--- src/rtl/sfaPkg.sv ---
package sfaPkg;

  typedef enum logic [1:0] {
    FMT_TWOS    = 2'b00,
    FMT_ONES    = 2'b01,
    FMT_SIGNMAG = 2'b10,
    FMT_ALT     = 2'b11
  } fmtSel_e;

  // strobes from control to datapath
  typedef struct packed {
    logic selTwos;    // two's complement path active
    logic selOnes;    // ones' complement path active
    logic selSm;      // sign-magnitude path active
    logic negB;       // negate second operand in active format
    logic carryInj;   // bit injected into the complement adder
    logic borrowOut;  // report carry as inverted borrow
  } ctrlStrobe_t;

endpackage

--- src/rtl/sfaControl.sv ---
module sfaControl
  import sfaPkg::*;
(
  input  logic        [1:0] fmtSel,
  input  logic              opSub,
  input  logic              carryIn,
  output ctrlStrobe_t       strobe
);

  always_comb begin
    strobe = '0;
    case (fmtSel_e'(fmtSel))
      FMT_ONES:    strobe.selOnes = 1'b1;
      FMT_SIGNMAG: strobe.selSm   = 1'b1;
      default:     strobe.selTwos = 1'b1;
    endcase
    strobe.negB      = opSub;
    // subtract-with-borrow: A + ~B + ~borrow
    strobe.carryInj  = strobe.selTwos & (opSub ^ carryIn);
    strobe.borrowOut = strobe.selTwos & opSub;
  end

endmodule

--- src/rtl/sfaDatapath.sv ---
module sfaDatapath
  import sfaPkg::*;
#(
  parameter int W = 8
) (
  input  ctrlStrobe_t         strobe,
  input  logic        [W-1:0] opA,
  input  logic        [W-1:0] opB,
  output logic        [W-1:0] result,
  output logic                carryOut,
  output logic                overflow,
  output logic                zero
);

  localparam int MW = W - 1;  // magnitude width in sign-magnitude

  // complement adder shared by two's and ones' formats
  logic [W-1:0] bEff;
  logic [W:0]   rawSum;
  logic [W-1:0] onesRes;
  logic [W-1:0] cmpRes;
  logic         cmpOvf;

  assign bEff    = opB ^ {W{strobe.negB}};
  assign rawSum  = {1'b0, opA} + {1'b0, bEff} + {{W{1'b0}}, strobe.carryInj};
  assign onesRes = rawSum[W-1:0] + {{(W-1){1'b0}}, rawSum[W]};
  assign cmpRes  = strobe.selOnes ? onesRes : rawSum[W-1:0];
  assign cmpOvf  = (opA[W-1] == bEff[W-1]) && (cmpRes[W-1] != opA[W-1]);

  // sign-magnitude compare-and-subtract path
  logic          aSign, bSign;
  logic [MW-1:0] aMag, bMag, diffMag, smMag;
  logic [MW:0]   magSum;
  logic          aGe, smSign, smCarry;

  assign aSign   = opA[W-1];
  assign bSign   = opB[W-1] ^ strobe.negB;
  assign aMag    = opA[MW-1:0];
  assign bMag    = opB[MW-1:0];
  assign magSum  = {1'b0, aMag} + {1'b0, bMag};
  assign aGe     = aMag >= bMag;
  assign diffMag = aGe ? (aMag - bMag) : (bMag - aMag);

  always_comb begin
    if (aSign == bSign) begin
      smMag   = magSum[MW-1:0];
      smSign  = aSign;
      smCarry = magSum[MW];
    end else begin
      smMag   = diffMag;
      smSign  = aGe ? aSign : bSign;
      smCarry = 1'b0;
    end
  end

  // output select
  always_comb begin
    if (strobe.selSm) begin
      result   = {smSign & (|smMag), smMag};
      carryOut = smCarry;
      overflow = smCarry;
    end else begin
      result   = cmpRes;
      carryOut = rawSum[W] ^ strobe.borrowOut;
      overflow = cmpOvf;
    end
    zero = (~|result) | (strobe.selOnes & (&result));
  end

endmodule

--- src/rtl/signedFmtAdder.sv ---
module signedFmtAdder
  import sfaPkg::*;
#(
  parameter int W = 8
) (
  input  logic [1:0]   fmtSel,
  input  logic         opSub,
  input  logic         carryIn,
  input  logic [W-1:0] opA,
  input  logic [W-1:0] opB,
  output logic [W-1:0] result,
  output logic         carryOut,
  output logic         overflow,
  output logic         zero
);

  ctrlStrobe_t strobe;

  sfaControl uCtrl (
    .fmtSel  (fmtSel),
    .opSub   (opSub),
    .carryIn (carryIn),
    .strobe  (strobe)
  );

  sfaDatapath #(.W(W)) uPath (
    .strobe   (strobe),
    .opA      (opA),
    .opB      (opB),
    .result   (result),
    .carryOut (carryOut),
    .overflow (overflow),
    .zero     (zero)
  );

endmodule

--- config.mk ---
export PLATFORM = sky130hd
export DESIGN_NAME = signedFmtAdder
export DESIGN_NICKNAME = d
export VERILOG_FILES = /design/src/rtl/sfaPkg.sv /design/src/rtl/sfaControl.sv /design/src/rtl/sfaDatapath.sv /design/src/rtl/signedFmtAdder.sv
export SDC_FILE = /design/constraint.sdc
export NUM_CORES = 1
export LEC_CHECK = 0
export BUFFER_PORTS_ARGS = -buffer_cell sky130_fd_sc_hd__buf_2
export CAP_MARGIN = 25
export CORE_MARGIN = 8
export CORE_UTILIZATION = 56
export DETAILED_ROUTE_END_ITERATION = 12
export PLACE_DENSITY_LB_ADDON = 0.3
export RECOVER_POWER = 50
export SYNTH_ARGS = -nofsm -noshare
export SYNTH_HDL_FRONTEND = slang
export SYNTH_SLANG_ARGS = --single-unit
--- constraint.sdc ---
create_clock -name vclk -period 4.55
set_input_delay 0.455 -clock vclk [all_inputs]
set_output_delay 0.455 -clock vclk [all_outputs]
set_load 0.03 [all_outputs]
## After elaboration in Yosys (flattened, before gate mapping)

Cells that the tools add are included.

| word-level totals | value |
|---|---|
| register bits after elaboration | 0 |
| input bits | 20 |
| logic and storage cells | 39 |

| operators by class | value |
|---|---|
| add/subtract/negate cells | 6 |
| $lt $le $gt $ge | 1 |
| equality and inequality tests | 5 |
| muxes and demuxes | 12 |
| bitwise logic cells | 9 |
| reduce and logical (&&, ||, !) cells | 6 |

Operator list:

| cell | count |
|---|---|
| two-way mux 8 bit | 2 |
| two-way mux 7 bit | 2 |
| subtractor 7 bit | 2 |
| adder 8 x 8 -> 9 bit | 1 |
| adder 9 x 1 -> 9 bit | 1 |
| adder 7 x 7 -> 8 bit | 1 |
| adder 8 x 1 -> 8 bit | 1 |
| two-way mux 1 bit | 8 |
| AND reduction 8 bit | 1 |
| OR reduction 8 bit | 1 |
| bitwise XOR 8 bit | 1 |
| greater-or-equal comparator 7 bit | 1 |
| OR reduction 7 bit | 1 |
| AND 1 bit | 4 |
| bitwise XOR 1 bit | 3 |
| equality test 1 bit | 2 |
| equality test 2 x 1 -> 1 bit (second input constant) | 1 |
| equality test 2 bit (second input constant) | 1 |
| OR reduction 2 bit | 1 |
| logical AND 1 bit | 1 |
| logical NOT 1 bit | 1 |
| inequality test 1 bit | 1 |
| bitwise OR 1 bit | 1 |

## Longest topological paths before layout

| depth | value |
|---|---|
| depth after elaboration | 11 |
| mapped depth | 20 |
| gate-level depth less buffers | 20 |

## Modules after synthesis

From an unflattened synthesis, not the netlist that was laid out.

| second synthesis, totals | value |
|---|---|
| cells, all modules | 247 |
| area total of the unflattened synthesis | 1,773.0 µm² |

Modules (own cells, without submodules):

| module | times used | cells an instance | area each (µm²) | sequential area each (µm²) |
|---|---|---|---|---|
| sfaDatapath | 1 | 239 | 1,710.4 | 0.0 |
| sfaControl | 1 | 8 | 62.6 | 0.0 |

## Least setup slack after synthesis

No wires, ideal clock.

| path | value |
|---|---|
| kind | input port to output port |
| from | in opSub |
| to | out zero |
| arrival | 4.805 ns |
| data required time | 4.095 ns |
| slack | -0.710 ns |
| stages | 19 |
| buffers on the path | 1 |
| cells stage by stage | clkbuf_1 xor2_1 and2_1 fa_1 fa_1 a211o_1 a211oi_2 nor2_1 nor2_1 o21bai_1 ha_1 nand3_1 nor2_1 nand3_1 nor4_4 xnor3_1 a21oi_1 a31oi_1 mux2i_1 |

| on the way | value |
|---|---|
| cells in the longest elaborated chain, start to end | 9 |
| elaborated cells between the ends (all ways) | 20 |
| those cells by class | 3 x add/sub; 1 x eq/ne; 5 x mux; 7 x bitwise; 4 x reduce/logical |

RTL lines:

| element | RTL line | text |
|---|---|---|
| start: declaration | signedFmtAdder.sv:7 | `input logic opSub,` |
| bitwise XOR 8 bit (tied with other cells) | sfaDatapath.sv:24 | `assign bEff = opB ^ {W{strobe.negB}};` |
| adder 8 x 8 -> 9 bit (tied with other cells) | sfaDatapath.sv:25 | `assign rawSum = {1'b0, opA} + {1'b0, bEff} + {{W{1'b0}}, strobe.carryInj};` |
| adder 9 x 1 -> 9 bit or two-way mux 7 bit (tied branches) | sfaDatapath.sv:25, sfaDatapath.sv:45 |  |
| adder 8 x 1 -> 8 bit or OR reduction 7 bit (tied branches) | sfaDatapath.sv:26, sfaDatapath.sv:59 |  |
| two-way mux 8 bit or AND 1 bit (tied branches) | sfaDatapath.sv:27, sfaDatapath.sv:59 |  |
| two-way mux 8 bit (*) | sfaDatapath.sv:58 | `if (strobe.selSm) begin` |
| named net result[7] | signedFmtAdder.sv:11 | `output logic [W-1:0] result,` |
| AND reduction 8 bit or OR reduction 8 bit (tied branches) | sfaDatapath.sv:67 | `zero = (~\|result) \| (strobe.selOnes & (&result));` |
| AND 1 bit or logical NOT 1 bit (tied branches) | sfaDatapath.sv:67 |  |
| bitwise OR 1 bit (*) | sfaDatapath.sv:67 |  |
| end: declaration | signedFmtAdder.sv:14 | `output logic zero` |

Mark *: on every way through the listed nets, which the timed path passes. The rest lies on a longest branch.

## Final worst setup path

| path | value |
|---|---|
| from | in fmtSel[0] |
| to | out zero |

| on the way | value |
|---|---|
| cells in the longest elaborated chain, start to end | 11 |
| elaborated cells between the ends (all ways) | 16 |
| those cells by class | 2 x add/sub; 2 x eq/ne; 5 x mux; 3 x bitwise; 4 x reduce/logical |

RTL lines:

| element | RTL line | text |
|---|---|---|
| start: declaration | signedFmtAdder.sv:6 | `input logic [1:0] fmtSel,` |
| equality test 2 x 1 -> 1 bit or equality test 2 bit (tied branches) | sfaControl.sv:12 | `case (fmtSel_e'(fmtSel))` |
| OR reduction 2 bit (no source line) | n/a |  |
| two-way mux 1 bit | sfaControl.sv:12 |  |
| AND 1 bit | sfaControl.sv:19 | `strobe.carryInj = strobe.selTwos & (opSub ^ carryIn);` |
| adder 9 x 1 -> 9 bit | sfaDatapath.sv:25 |  |
| adder 8 x 1 -> 8 bit | sfaDatapath.sv:26 | `assign onesRes = rawSum[W-1:0] + {{(W-1){1'b0}}, rawSum[W]};` |
| two-way mux 8 bit | sfaDatapath.sv:27 | `assign cmpRes = strobe.selOnes ? onesRes : rawSum[W-1:0];` |
| two-way mux 8 bit | sfaDatapath.sv:58 |  |
| AND reduction 8 bit or OR reduction 8 bit (tied branches) | sfaDatapath.sv:67 |  |
| AND 1 bit or logical NOT 1 bit (tied branches) | sfaDatapath.sv:67 |  |
| bitwise OR 1 bit (*) | sfaDatapath.sv:67 |  |

Every way passes the cells marked *; elsewhere a longest branch is shown, timed or not.

==> flow_summary.yaml <==
grt:
  grt_pass1_vias: 2193
  grt_usage_pct: 20.46
  grt_max_degree: 16
  grt_overflow_total: 0
  antenna_found_initial: 0
  grt_pass1_wl_mm: 10.44
layout:
  num_antenna_cells: 0
  nets: 363
  n_fill_cell: 291
  register_area_um2: 0
  clock_buffers: 0
  seq_cells: 0
  post-route-util_pct: 70.49
  area_delta_synth_final_pct: 23.38
  design_area_um2: 2522
  drive_gt1_share_pct: 31.80
worst_setup_path:
  cp.required_ns: 4.09
  cp_slowest_stage_delay_ns: 0.37
  crit_fanout: 3
  cp_cell_sequence: "buf_6, inv_4, ha_4, and2_4, fa_2, fa_2, a211o_1, a211oi_2, nor2_1, nor2_1, o21bai_2, ha_2, ha_4, nand2_4, nor2_2, and3_4, xnor2_4, o32ai_2, and4bb_1, nand4_1, mux2i_4, buf_6"
  crit_slowest_cell: "fa_2"
  cp-endpoint: "zero"
  critPathKind: "input port to output port"
  critPathLaunch: "fmtSel[0]"
  worstSetupEndpointType: "output port"
  crit_path_start_kind: "input port"
  crit_arrival_ns: 4.24
power:
  power.total_w: 0.0005729
  vdd_ir_drop_max_v: 0.0001676
  p_per_area_nw_per_um2: 227.1
  leakage_nw: 1.208
detailed_routing:
  firstDrtPassIters: 5
  drt_iter0_drc: 191
  vias: 2173
  finalWirelength_mm: 6.152
  via_per_inst: 6.156
  wire_per_inst_um: 17.43
  drc_errors: 0
  ant_nets: 0
synth:
  syn_area_per_cell_um2: 7.833
  synth.area.top_cells: "ha_1 19%, fa_1 4.9%, xor2_1 4.7%"
  synthTopCellsByCount: "31 x ha_1, 25 x inv_1, 20 x nor2_1"
  synth_top_area_share_pct: 18.97
  syn_area_um2: 2044
  synth_top_cell_by_area: "ha_1"
  yosysMostFrequentCell: "ha_1"
  syn_nets: 317
  synth_warnings: 0
  synth_cell_types: 76
  syn_inst: 261
  synth_seq_area_share_pct: 0
timing:
  setup_slack_ns: -0.1428
  finalCriticalPeriod_ns: 4.693
  setup_violations: 1
  hold-worst-slack_ns: 1.475
  hold_violations: 0
  drv_slew: 0
  timing.slew.headroom_pct: 63.54
  tightestPinTransition_ns: 0.5419
  finalCritPeriodShare_pct: 103.1
  rsz0062_at_grt: "yes"
  fmaxAchievable_ghz: 0.2131
flow_run:
  max_cap_violations: 0
run_status:
  violations: "negative setup slack"
  status: "finished with violations"
floorplan:
  start_util_pct: 57.13
  die-area_um2: 5840
  fp.dieH_um: 76.42
  row_count: 22
  die_w_um: 76.42
  core_um2: 3578
  pin_count: 31
placed_design:
  place_congestion: 0.8865
  numPortBuffers: 31
  postPlaceCellArea_um2: 2377
  dp_hpwl_mm: 4.811
  dp_worst_setup_slack_ns: -0.4098
worst_hold_path:
  hold_class: "input port to output port"
## stage by stage
| stage | setup TNS, ns | cells |
|---|---|---|
| floorplan | -0.01958 | 261 |
| global placement | -0.2908 | 348 |
| detailed placement | -0.5489 | 348 |
| CTS | -0.1032 | 351 |
| global route | -0.5343 | 353 |
| finish | -0.1428 | 353 |
## critical path: cells and delay by family
| kind | cells | cell delay, ns |
|---|---|---|
| adder cells (fa/ha/maj) | 5 | 1.28 |
| AND/OR/NAND/NOR | 8 | 1.08 |
| AO/OA/AOI/OAI | 4 | 0.81 |
| buffers and inverters | 3 | 0.30 |
| multiplexers | 1 | 0.17 |
| XOR/XNOR | 1 | 0.15 |
## worst min path at each step
stage / from / endpoint / cells past startpoint / slack (ns)
after global routing: opA[7] / overflow / 4 / 1.49
after floorplan: opA[7] / overflow / 2 / 1.27
after CTS: opA[7] / overflow / 4 / 1.48
final: opA[7] / overflow / 4 / 1.48
after detailed placement: opA[7] / overflow / 4 / 1.47
after global placement: opA[7] / overflow / 4 / 1.48
## cells in the final DEF (no fill, tap or decap), types with 3 or more instances in the layout
cell type	count
a211o_1	6
a211oi_1	4
a211oi_2	3
a21o_1	10
a21oi_1	12
a31oi_1	3
buf_2	26
buf_4	23
buf_6	3
fa_1	3
ha_1	28
inv_1	24
mux2i_1	3
nand2_1	12
nand3_1	5
nor2_1	19
nor3_1	4
o211ai_1	3
o21a_1	3
o21ai_0	7
o21ai_1	4
o32ai_2	4
xnor2_1	5
xor2_1	11
## power breakdown
part	total (W)	internal [W]	switching [W]	leakage, nW
sequential	0	0	0	0
combinational	0.000573	0.000245	0.000328	1.21
clock	0	0	0	0
total	0.000573	0.000245	0.000328	1.21
## kinds of logic (layout without fill, tap and decap cells)
group / count (synthesis) / in the layout / synth area share [%]
buffers and inverters: 37 / 81 / 7.833
and+or+nand+nor: 74 / 74 / 20.93
muxes: 8 / 8 / 4.712
AOI/OAI and AO/OA: 88 / 88 / 34.27
adders and majority gates: 36 / 36 / 23.87
xor gates and xnor gates: 18 / 18 / 8.384
## layout make-up
cell class	count	area, um2	share of cell area (%)
Inverter	28	107.6	4.266
Timing Repair Buffer	53	340.3	13.49
Multi-Input combinational cell	224	2014	79.86
Tap cell	48	60.06	2.381
## metal layers
layer	GRT usage, %	part of all wire (%)
met4	1.923	1.2
met5	0	0
met1	26.44	43
met2	37.45	51
met3	0.7075	5.0
## what timing repair did
action | CTS | global route
pin swaps | 17 | 13
gates resized for setup | 19 | 6
hold buffers | 0 | 0
endpoints found under the setup margin | 4 | 6
buffers inserted | 3 | 2
No activity file was read; power rests on OpenSTA's default activity.
